File: config.mk
export PLATFORM = sky130hd
export DESIGN_NAME = mosi_snoop_ctrl
export DESIGN_NICKNAME = d
export VERILOG_FILES = /design/src/rtl/mosi_pkg.sv /design/src/rtl/mosi_line_fsm.sv /design/src/rtl/mosi_req_decode.sv /design/src/rtl/mosi_snoop_ctrl.sv
export SDC_FILE = /design/constraint.sdc
export NUM_CORES = 1
export LEC_CHECK = 0
export BUFFER_PORTS_ARGS = -buffer_cell sky130_fd_sc_hd__buf_2
export CORE_UTILIZATION = 39
export DETAILED_ROUTE_END_ITERATION = 6
export RECOVER_POWER = 50
export SYNTH_ARGS = -nofsm -noshare
export SYNTH_HDL_FRONTEND = slang
export SYNTH_SLANG_ARGS = --single-unit
File: constraint.sdc
create_clock -name clk -period 4.7 [get_ports clk]
set_clock_uncertainty 0.1 [all_clocks]
set_input_delay 0.705 -clock clk [delete_from_list [all_inputs] [get_ports clk]]
set_output_delay 0.705 -clock clk [all_outputs]
set_load 0.01 [all_outputs]
File: src/rtl/mosi_pkg.sv
package mosi_pkg;

    typedef enum logic [1:0] {
        ST_I = 2'd0,
        ST_S = 2'd1,
        ST_O = 2'd2,
        ST_M = 2'd3
    } line_st_e;

    typedef enum logic [1:0] {
        BC_NONE = 2'd0,
        BC_RD   = 2'd1,
        BC_RDX  = 2'd2,
        BC_UPG  = 2'd3
    } bus_cmd_e;

    typedef enum logic [1:0] {
        OP_READ  = 2'd0,
        OP_WRITE = 2'd1,
        OP_EVICT = 2'd2,
        OP_NOP   = 2'd3
    } cpu_op_e;

    typedef struct packed {
        bus_cmd_e cmd;
        logic     wb;
        logic     hit;
    } cpu_resp_t;

    function automatic logic is_dirty(line_st_e st);
        return (st == ST_M) || (st == ST_O);
    endfunction

    // state after a peer command is observed on the bus
    function automatic line_st_e snoop_next(line_st_e st, bus_cmd_e cmd);
        line_st_e r;
        r = st;
        case (cmd)
            BC_RD:          if (st == ST_M) r = ST_O;
            BC_RDX, BC_UPG: r = ST_I;
            default:        r = st;
        endcase
        return r;
    endfunction

    // this cache drives the line for a peer that needs the data
    function automatic logic snoop_supplies(line_st_e st, bus_cmd_e cmd);
        return is_dirty(st) && ((cmd == BC_RD) || (cmd == BC_RDX));
    endfunction

    function automatic line_st_e local_next(line_st_e st, cpu_op_e op);
        line_st_e r;
        case (op)
            OP_READ:  r = (st == ST_I) ? ST_S : st;
            OP_WRITE: r = ST_M;
            OP_EVICT: r = ST_I;
            default:  r = st;
        endcase
        return r;
    endfunction

endpackage

File: src/rtl/mosi_line_fsm.sv
module mosi_line_fsm
    import mosi_pkg::*;
(
    input  logic     clk,
    input  logic     rst,
    input  logic     cpu_sel,
    input  cpu_op_e  cpu_op,
    input  logic     snp_sel,
    input  bus_cmd_e snp_cmd,
    output line_st_e cur_st,
    output line_st_e mid_st
);

    line_st_e nxt_st;

    // snoop is resolved before the local request on the same line
    always_comb begin
        mid_st = snp_sel ? snoop_next(cur_st, snp_cmd) : cur_st;
        nxt_st = cpu_sel ? local_next(mid_st, cpu_op) : mid_st;
    end

    always_ff @(posedge clk) begin
        if (rst) cur_st <= ST_I;
        else     cur_st <= nxt_st;
    end


    write_to_m_chk: assert property (@(posedge clk) disable iff (rst)
        (cpu_sel && cpu_op == OP_WRITE) |=> (cur_st == ST_M));


    evict_to_i_chk: assert property (@(posedge clk) disable iff (rst)
        (cpu_sel && cpu_op == OP_EVICT) |=> (cur_st == ST_I));


    snoop_rd_m_to_o_chk: assert property (@(posedge clk) disable iff (rst)
        (snp_sel && snp_cmd == BC_RD && cur_st == ST_M && !cpu_sel) |=> (cur_st == ST_O));


    snoop_inv_chk: assert property (@(posedge clk) disable iff (rst)
        (snp_sel && (snp_cmd == BC_UPG || snp_cmd == BC_RDX) && !cpu_sel) |=> (cur_st == ST_I));


    idle_hold_chk: assert property (@(posedge clk) disable iff (rst)
        (!cpu_sel && !snp_sel) |=> $stable(cur_st));

endmodule

File: src/rtl/mosi_req_decode.sv
module mosi_req_decode
    import mosi_pkg::*;
(
    input  logic      en,
    input  cpu_op_e   op,
    input  line_st_e  st,
    output cpu_resp_t resp
);

    always_comb begin
        resp = '{cmd: BC_NONE, wb: 1'b0, hit: 1'b0};
        if (en) begin
            case (op)
                OP_READ: begin
                    if (st == ST_I) resp.cmd = BC_RD;
                    else            resp.hit = 1'b1;
                end
                OP_WRITE: begin
                    case (st)
                        ST_I:       resp.cmd = BC_RDX;
                        ST_S, ST_O: resp.cmd = BC_UPG;
                        default:    resp.hit = 1'b1;
                    endcase
                end
                OP_EVICT: resp.wb = is_dirty(st);
                default: ;
            endcase
        end
    end

endmodule

File: src/rtl/mosi_snoop_ctrl.sv
module mosi_snoop_ctrl
    import mosi_pkg::*;
#(
    parameter int N_LINES = 4,
    localparam int IDX_W  = (N_LINES > 1) ? $clog2(N_LINES) : 1
) (
    input  logic                   clk,
    input  logic                   rst,
    input  logic                   cpu_valid,
    input  logic [1:0]             cpu_op,
    input  logic [IDX_W-1:0]       cpu_idx,
    input  logic                   snp_valid,
    input  logic [1:0]             snp_cmd,
    input  logic [IDX_W-1:0]       snp_idx,
    output logic                   bus_valid,
    output logic [1:0]             bus_cmd,
    output logic [IDX_W-1:0]       bus_idx,
    output logic                   supply_valid,
    output logic [IDX_W-1:0]       supply_idx,
    output logic                   wb_valid,
    output logic [IDX_W-1:0]       wb_idx,
    output logic                   cpu_hit,
    output logic [2*N_LINES-1:0]   line_state
);

    cpu_op_e   op_e;
    bus_cmd_e  snp_e;
    logic      cpu_act, snp_act;
    line_st_e  cur_v [N_LINES];
    line_st_e  mid_v [N_LINES];
    line_st_e  cpu_mid_sel, snp_cur_sel;
    cpu_resp_t resp;
    logic      supply_nxt;

    assign op_e    = cpu_op_e'(cpu_op);
    assign snp_e   = bus_cmd_e'(snp_cmd);
    assign cpu_act = cpu_valid && (op_e != OP_NOP) && (int'(cpu_idx) < N_LINES);
    assign snp_act = snp_valid && (snp_e != BC_NONE) && (int'(snp_idx) < N_LINES);

    for (genvar g = 0; g < N_LINES; g++) begin : g_line
        mosi_line_fsm u_line (
            .clk     (clk),
            .rst     (rst),
            .cpu_sel (cpu_act && (int'(cpu_idx) == g)),
            .cpu_op  (op_e),
            .snp_sel (snp_act && (int'(snp_idx) == g)),
            .snp_cmd (snp_e),
            .cur_st  (cur_v[g]),
            .mid_st  (mid_v[g])
        );
        assign line_state[2*g +: 2] = cur_v[g];
    end

    always_comb begin
        cpu_mid_sel = ST_I;
        snp_cur_sel = ST_I;
        for (int k = 0; k < N_LINES; k++) begin
            if (int'(cpu_idx) == k) cpu_mid_sel = mid_v[k];
            if (int'(snp_idx) == k) snp_cur_sel = cur_v[k];
        end
    end

    mosi_req_decode u_dec (
        .en   (cpu_act),
        .op   (op_e),
        .st   (cpu_mid_sel),
        .resp (resp)
    );

    assign supply_nxt = snp_act && snoop_supplies(snp_cur_sel, snp_e);

    always_ff @(posedge clk) begin
        if (rst) begin
            bus_valid    <= 1'b0;
            bus_cmd      <= BC_NONE;
            bus_idx      <= '0;
            supply_valid <= 1'b0;
            supply_idx   <= '0;
            wb_valid     <= 1'b0;
            wb_idx       <= '0;
            cpu_hit      <= 1'b0;
        end else begin
            bus_valid    <= (resp.cmd != BC_NONE);
            bus_cmd      <= resp.cmd;
            bus_idx      <= cpu_idx;
            supply_valid <= supply_nxt;
            supply_idx   <= snp_idx;
            wb_valid     <= resp.wb;
            wb_idx       <= cpu_idx;
            cpu_hit      <= resp.hit;
        end
    end


    rd_miss_chk: assert property (@(posedge clk) disable iff (rst)
        (cpu_act && op_e == OP_READ && cpu_mid_sel == ST_I) |=> (bus_valid && bus_cmd == BC_RD));


    wb_quiet_bus_chk: assert property (@(posedge clk) disable iff (rst)
        wb_valid |-> (!bus_valid && !cpu_hit));


    upg_no_supply_chk: assert property (@(posedge clk) disable iff (rst)
        (snp_valid && snp_e == BC_UPG) |=> !supply_valid);


    hit_no_bus_chk: assert property (@(posedge clk) disable iff (rst)
        cpu_hit |-> !bus_valid);

endmodule

==> results of run 1 <==
==> cell families after synthesis <==
family	Yosys count
compound gates	35
mux	6
simple gates	33
flops	18
buf+inv	14
fa+ha+maj	8
==> per-layer routing <==
layer | up-vias | global-route usage (%) | wire [microns]
li1 | 480 | - | -
met1 | 439 | 24.7 | 1140
met2 | 38 | 24.9 | 959
met3 | 5 | 3.39 | 148
met4 | 0 | 8.97 | 48
met5 | - | 0 | 0
==> layout make-up <==
type / count / area (sq um) / share of cell area [%]
timing repair buffer: 31 / 135 / 11.1
multi-input combinational: 82 / 634 / 51.9
sequential: 18 / 360 / 29.5
tap: 30 / 37.5 / 3.07
clock buffer: 4 / 36.3 / 2.97
inverter: 5 / 18.8 / 1.54
==> cell usage after synthesis, types with 4 or more instances <==
| cell | count |
|---|---|
| dfxtp_1 | 18 |
| o21a_1 | 5 |
| clkbuf_1 | 6 |
| ha_1 | 8 |
| a211oi_1 | 4 |
| nand2b_1 | 4 |
| nor2b_1 | 6 |
| a21oi_1 | 5 |
| nor2_1 | 5 |
| o21ai_0 | 6 |
| o31ai_1 | 6 |
==> critical path, cell delays in order <==
cell,delay [ps]
buf_2,100
inv_1,60
ha_1,210
or4b_1,630
o31a_1,290
mux4_2,510
ha_1,300
a211oi_1,70
or2_2,300
==> worst paths after layout <==
path	to	cells past startpoint
max	bus_valid	9
min	g_line[0].u_line.cur_st[0]	2
max reg2reg	bus_valid	7
min reg2reg	g_line[0].u_line.cur_st[0]	2
==> power groups by stage <==
stage,combinational [W],sequential (W),clock (W)
floorplan,0.0000330,0.000166,0
global placement,0.0000511,0.000163,0
detailed placement,0.0000515,0.000163,0
CTS,0.0000519,0.000160,0.000101
global route,0.0000563,0.000161,0.000108
finish,0.0000506,0.000160,0.0000990
==> sequential cells by signal (all words and copies together), names as in the netlist <==
signal / count
bus_cmd: 2
cpu_hit: 1
bus_valid: 1
supply_idx: 2
wb_idx: 2
wb_valid: 1
g_line.u_line.cur_st: 8
supply_valid: 1
==> through the flow <==
step | hold slack [ps] | cell area, sq um | setup WS [ps] | util, %
after CTS | 456 | 1240 | 1620 | 49.3
after global placement | 446 | 1210 | 1320 | 47.8
after global routing | 483 | 1220 | 1460 | 48.5
final | 457 | 1220 | 1610 | 48.5
after detailed placement | 439 | 1210 | 1280 | 47.8
after floorplan | 440 | 1060 | 1490 | -
==> results.json, run 1 <==
{
  "yosysTopAreaCell": "dfxtp_1",
  "p_sw_w": 0.0000847,
  "grt_overflow": 0,
  "synthMuxAreaShare_pct": 8.18,
  "grt.total_usage_pct": 17.5,
  "hold_buffers": 0,
  "yosys.area_share.simple_pct": 19.3,
  "crit_type": "input port to flip-flop",
  "hpwl_microns": 1700,
  "ios": 32,
  "worstReg2RegStart": "g_line[2].u_line.cur_st[1]",
  "power_frac_clock_pct": 32.0,
  "post_cts_buffers": 0,
  "synthTopCellsByArea": "dfxtp_1, ha_1, mux4_2, o31ai_1, nor2b_1",
  "end_kind": "flip-flop",
  "antenna_left": 0,
  "fillers": 253,
  "final_cell_mix": "dfxtp_1, clkbuf_1, buf_2, ha_1",
  "diodes": 0,
  "dr.pass1.iters": 4,
  "cts_tree": "done",
  "finalWorstPathRequiredPeriod_ps": 3090,
  "total_power_w": 0.000310,
  "grt_antenna_before_repair": 0,
  "synth_seq_area_share_pct": 34.1,
  "netlist.area_leader.share_pct": 34.1,
  "syn_inst": 114,
  "h-tree-depth": 1,
  "hold_path_startpoint": "g_line[0].u_line.cur_st[0]",
  "async_flop_share_pct": 0,
  "fp-row-count": 18,
  "ys.flop_type": "dfxtp_1",
  "clk_pin_slew_ps": 110,
  "clock-sinks": 18,
  "synth_compound_area_share_pct": 23.1,
  "die_area_sq_um": 2920,
  "worstMarginPinSlew_ps": 732,
  "cp.arrival_ps": 3190,
  "synth_edf_count": 0,
  "pwr-share-seq_pct": 51.7,
  "p_per_area_nw_per_um2": 253,
  "final_common_cell": "dfxtp_1",
  "io_buffers": 31,
  "status": "finished clean",
  "power.internal_w": 0.000225,
  "layout.nets": 161,
  "cp-start-kind": "input port",
  "setup_tns_ps": 0,
  "maxSlewViolCount": 0,
  "ys.warnings.count": 0,
  "grt_setup_unrepaired": "no",
  "dp.cells": 166,
  "setup-violations-final": 0,
  "finalNonFillerCells": 170,
  "via_count": 962,
  "critPathMaxFanout": 6,
  "synthXorXnorAreaFrac_pct": 0,
  "clk_latency_ps": 300,
  "synth_fa_ha_area_share_pct": 9.48,
  "cp-startpoint": "snp_cmd[0]",
  "place_congestion": 0.862,
  "postSynthAreaPerCell_sq_um": 9.26,
  "maxCapViolations": 0,
  "area_growth_pct": 15.8,
  "die_h_microns": 54.0,
  "ys_ff_latch": 18,
  "coreArea_sq_um": 2520,
  "min_path_type": "flip-flop to flip-flop",
  "synth_fp_nets": 134,
  "power_leakage_nw": 0.483,
  "cts_buffer_depth": 2,
  "synth_top_family_by_area": "compound AO/OA/AOI/OAI gates",
  "p_sw_share_pct": 27.3,
  "layout-drive-gt1-share_pct": 20.0,
  "vias_per_cell": 5.66,
  "grt_pass1_wl_microns": 3570,
  "grt_pass1_vias": 799,
  "max_freq_mhz": 323,
  "slew_headroom_pct": 51.2,
  "clockRootBuffer": "clkbuf_4",
  "drc_errors": 0,
  "synth.distinct_cells": 37,
  "final_hold_viol_count": 0,
  "p_comb_share_pct": 16.3,
  "wl_per_cell_microns": 13.5,
  "cts_resized": 0,
  "initial_utilization_pct": 41.9,
  "drt_iter0_drc": 34,
  "synth_area_sq_um": 1060,
  "grt_max_degree": 20,
  "ir_worst_vdd_mv": 0.125,
  "period_share_pct": 65.8,
  "required_ps": 4800,
  "cts_buffers": 3,
  "die_w_microns": 54.0,
  "ff2ff_setup_slack_ps": 2560,
  "drt_wl_total_microns": 2300
}
Note: power is estimated with default switching activity, not from simulation.
==> run 2, diff against run 1 <==
- PLACE_DENSITY: not set -> 0.66
- clock period: 4.7 -> 2.6 ns (I/O delays scaled with it)
==> results.json, run 2 (synthesized netlist as in run 1, its figures left out) <==
{
  "finalNonFillerCells": 182,
  "die_h_microns": 54.0,
  "cp-start-kind": "input port",
  "die_w_microns": 54.0,
  "required_ps": 2710,
  "clock-sinks": 18,
  "dr.pass1.iters": 4,
  "io_buffers": 31,
  "final_common_cell": "dfxtp_1",
  "cp_slowest_cell": "or4b_4",
  "path_cells": "buf_6 > inv_12 > ha_4 > or4b_4 > o31a_1 > mux4_2 > ha_4 > a211oi_2 > or2_4",
  "setup-violations-final": 0,
  "final_hold_viol_count": 0,
  "grt_pass1_vias": 891,
  "grt.total_usage_pct": 19.3,
  "area_growth_pct": 33.8,
  "min_path_type": "input port to flip-flop",
  "slew_headroom_pct": 55.1,
  "dp_slack_ps": -430,
  "initial_utilization_pct": 41.9,
  "crit_buf_inv": 2,
  "maxCapViolations": 0,
  "cp.arrival_ps": 2640,
  "fillers": 231,
  "maxSlewViolCount": 0,
  "hpwl_microns": 1940,
  "vias_per_cell": 5.41,
  "via_count": 984,
  "clockRootBuffer": "clkbuf_4",
  "cts_tree": "done",
  "post_cts_buffers": 0,
  "whs_ps": 274,
  "max_freq_mhz": 396,
  "power_leakage_nw": 0.553,
  "period_share_pct": 97.2,
  "h-tree-depth": 1,
  "final_cell_mix": "dfxtp_1, buf_2, clkbuf_1, buf_4",
  "final_core_util_pct": 56.0,
  "status": "finished clean",
  "layout-drive-gt1-share_pct": 35.5,
  "ir_worst_vdd_mv": 0.241,
  "top_register": "g_line.u_line.cur_st",
  "clk_latency_ps": 300,
  "place_congestion": 0.807,
  "wl_per_cell_microns": 14.0,
  "end_kind": "flip-flop",
  "p_per_area_nw_per_um2": 416,
  "layout.nets": 173,
  "drc_errors": 0,
  "die_area_sq_um": 2920,
  "dp.cells": 178,
  "cts_buffer_depth": 2,
  "fp-row-count": 18,
  "critPathMaxFanout": 5,
  "diodes": 0,
  "ios": 32,
  "hold_buffers": 0,
  "grt_pass1_wl_microns": 4060,
  "setup_ws_ps": 74.1,
  "worstMarginPinSlew_ps": 674,
  "drt_wl_total_microns": 2540,
  "largest_reg_flops": 8,
  "drt_iter0_drc": 32,
  "antenna_left": 0,
  "slowest_delay_ps": 540,
  "cts_buffers": 3,
  "crit_top_cell": "ha_4",
  "grt_antenna_before_repair": 0,
  "grt_overflow": 0,
  "finalWorstPathRequiredPeriod_ps": 2530,
  "setup_tns_ps": 0,
  "coreArea_sq_um": 2520,
  "crit_family": "simple AND/OR/NAND/NOR gates",
  "crit_type": "input port to flip-flop",
  "grt_max_degree": 20,
  "clk_pin_slew_ps": 110
}
run 2: layout make-up:
class	instances	area (sq um)	share of cell area, %
inverters	5	36.3	2.57
multi-input cells	82	702	49.7
flip-flops and latches	18	360	25.5
repair buffers	43	240	17.0
clock buffers	4	36.3	2.57
well taps	30	37.5	2.66
run 2: layer usage:
layer / track usage, % / wire, microns / vias to the layer above
li1: - / - / 495
met1: 28.2 / 1190 / 460
met2: 28.6 / 1190 / 25
met3: 2.54 / 134 / 4
met4: 6.41 / 28 / 0
met5: 0 / 0 / -
run 2: worst paths after layout:
path | startpoint | endpoint | slack, ps | cells past startpoint
max reg2reg | g_line[3].u_line.cur_st[1] | bus_valid | 520 | 8
min | snp_valid | supply_valid | 270 | 2
max | snp_cmd[1] | bus_valid | 70 | 9
min reg2reg | g_line[0].u_line.cur_st[0] | g_line[0].u_line.cur_st[0] | 490 | 3
run 2: report_power, final:
group | internal (W) | switching, W | total [W] | leakage, nW
logic | 0.0000529 | 0.0000632 | 0.000116 | 0.385
registers | 0.000284 | 0.00000492 | 0.000289 | 0.147
clock network | 0.0000855 | 0.0000973 | 0.000183 | 0.0210
run 2: what timing repair did:
item | CTS | global route
gates resized for setup | 2 | 8
endpoints found under the setup margin | 1 | 1
pin swaps | 0 | 4
run 2: through the flow:
stage | power [W] | area (sq um)
6_report | 0.000588 | 1410
4_1_cts | 0.000589 | 1400
2_1_floorplan | 0.000365 | 1110
3_3_place_gp | 0.000405 | 1350
5_1_grt | 0.000612 | 1410
3_5_place_dp | 0.000408 | 1350
==> run 3, diff against run 2 <==
- clock period: 2.6 -> 2.1 ns (I/O delays scaled with it)
==> results.json, run 3 (synthesized netlist as in run 1, its figures left out) <==
{
  "status": "finished with violations",
  "violations": "negative setup slack",
  "cp-start-kind": "input port",
  "p_per_area_nw_per_um2": 485,
  "clk_latency_ps": 300,
  "cts_tree": "done",
  "final_hold_viol_count": 0,
  "crit_family": "simple AND/OR/NAND/NOR gates",
  "top_layer_used": "met4",
  "crit_top_cell": "ha_4",
  "wl_met3_microns": 155,
  "cp.arrival_ps": 2550,
  "h-tree-depth": 1,
  "layout.nets": 180,
  "hpwl_microns": 1940,
  "worstReg2RegStart": "g_line[2].u_line.cur_st[1]",
  "grt_pass1_wl_microns": 4360,
  "setup_ws_ps": -341,
  "fp-row-count": 18,
  "drc_errors": 0,
  "crit_type": "input port to flip-flop",
  "ios": 32,
  "grt_max_degree": 20,
  "wl_met1_microns": 1250,
  "path_cells": "buf_6 > inv_6 > ha_4 > or4b_4 > o31a_1 > mux4_2 > ha_4 > a211oi_4 > or2_4",
  "grt_antenna_before_repair": 0,
  "setup-violations-final": 5,
  "cp_slowest_cell": "or4b_4",
  "final_core_util_pct": 61.3,
  "final_common_cell": "buf_4",
  "wl_met2_microns": 1260,
  "initial_utilization_pct": 41.9,
  "worstMarginPinSlew_ps": 707,
  "coreArea_sq_um": 2520,
  "cts_buffer_depth": 2,
  "finalNonFillerCells": 189,
  "period_share_pct": 116,
  "dr.pass1.iters": 5,
  "cp-startpoint": "snp_cmd[0]",
  "dp.cells": 183,
  "antenna_left": 0,
  "slowest_delay_ps": 570,
  "vias_per_cell": 5.41,
  "wl_per_cell_microns": 14.3,
  "place_congestion": 0.857,
  "hold_buffers": 0,
  "hold_path_startpoint": "snp_valid",
  "grt_setup_unrepaired": "yes",
  "final_cell_mix": "buf_4, dfxtp_1, buf_2, clkbuf_1",
  "dp_slack_ps": -850,
  "grt.total_usage_pct": 20.9,
  "crit_buf_inv": 2,
  "clock-sinks": 18,
  "top_register": "g_line.u_line.cur_st",
  "drt_wl_total_microns": 2700,
  "via_count": 1022,
  "clockRootBuffer": "clkbuf_4",
  "min_path_type": "input port to flip-flop",
  "die_h_microns": 54.0,
  "die_w_microns": 54.0,
  "clk_pin_slew_ps": 110,
  "finalWorstPathRequiredPeriod_ps": 2440,
  "critPathMaxFanout": 5,
  "cts_buffers": 3,
  "power_leakage_nw": 0.595,
  "maxCapViolations": 0,
  "grt_pass1_vias": 947,
  "layout-drive-gt1-share_pct": 43.4,
  "die_area_sq_um": 2920,
  "largest_reg_flops": 8,
  "slew_headroom_pct": 52.8,
  "io_buffers": 31,
  "diodes": 0,
  "ir_worst_vdd_mv": 0.302,
  "maxSlewViolCount": 0,
  "required_ps": 2200,
  "drt_iter0_drc": 14,
  "max_freq_mhz": 410,
  "end_kind": "flip-flop",
  "area_growth_pct": 46.4,
  "grt_overflow": 0
}
==> run 3: cell type report <==
type	count	area (sq um)
flip-flops and latches	18	360
multi-input cells	82	778
well taps	30	37.5
fillers	234	976
repair buffers	50	298
clock buffers	4	36.3
inverters	5	36.3
==> run 3: timing repair <==
item,CTS,global route
pin swaps,3,5
setup buffers,2,0
endpoints found under the setup margin,5,5
gates resized for setup,16,8
==> run 3: path summary, 6_finish.rpt <==
kind | cells past startpoint | slack (ps) | to
worst max-delay path | 9 | -340 | bus_valid
worst min-delay path | 2 | 220 | supply_valid
worst max register to register | 9 | 140 | bus_valid
worst min register to register | 2 | 500 | g_line[2].u_line.cur_st[1]
==> run 3: power by group <==
part / internal [W] / total, W / switching [W] / leakage [nW]
clock network: 0.000106 / 0.000223 / 0.000117 / 0.0210
logic: 0.0000787 / 0.000169 / 0.0000899 / 0.427
registers: 0.000352 / 0.000358 / 0.00000613 / 0.147
==> run 3: layer usage <==
metal	global-route usage [%]	up-vias
met5	0	-
met4	6.41	0
met3	3.39	4
met2	30.7	33
met1	30.8	472
li1	-	513
==> run 3: through the flow <==
stage,setup TNS [ps],instance area (sq um),hold WS (ps),power [W]
final,-1030,1550,215,0.000750
after detailed placement,-4120,1390,478,0.000511
after CTS,-965,1520,213,0.000746
after floorplan,-2300,1110,287,0.000452
after global routing,-1250,1550,234,0.000786
after global placement,-3810,1390,475,0.000508
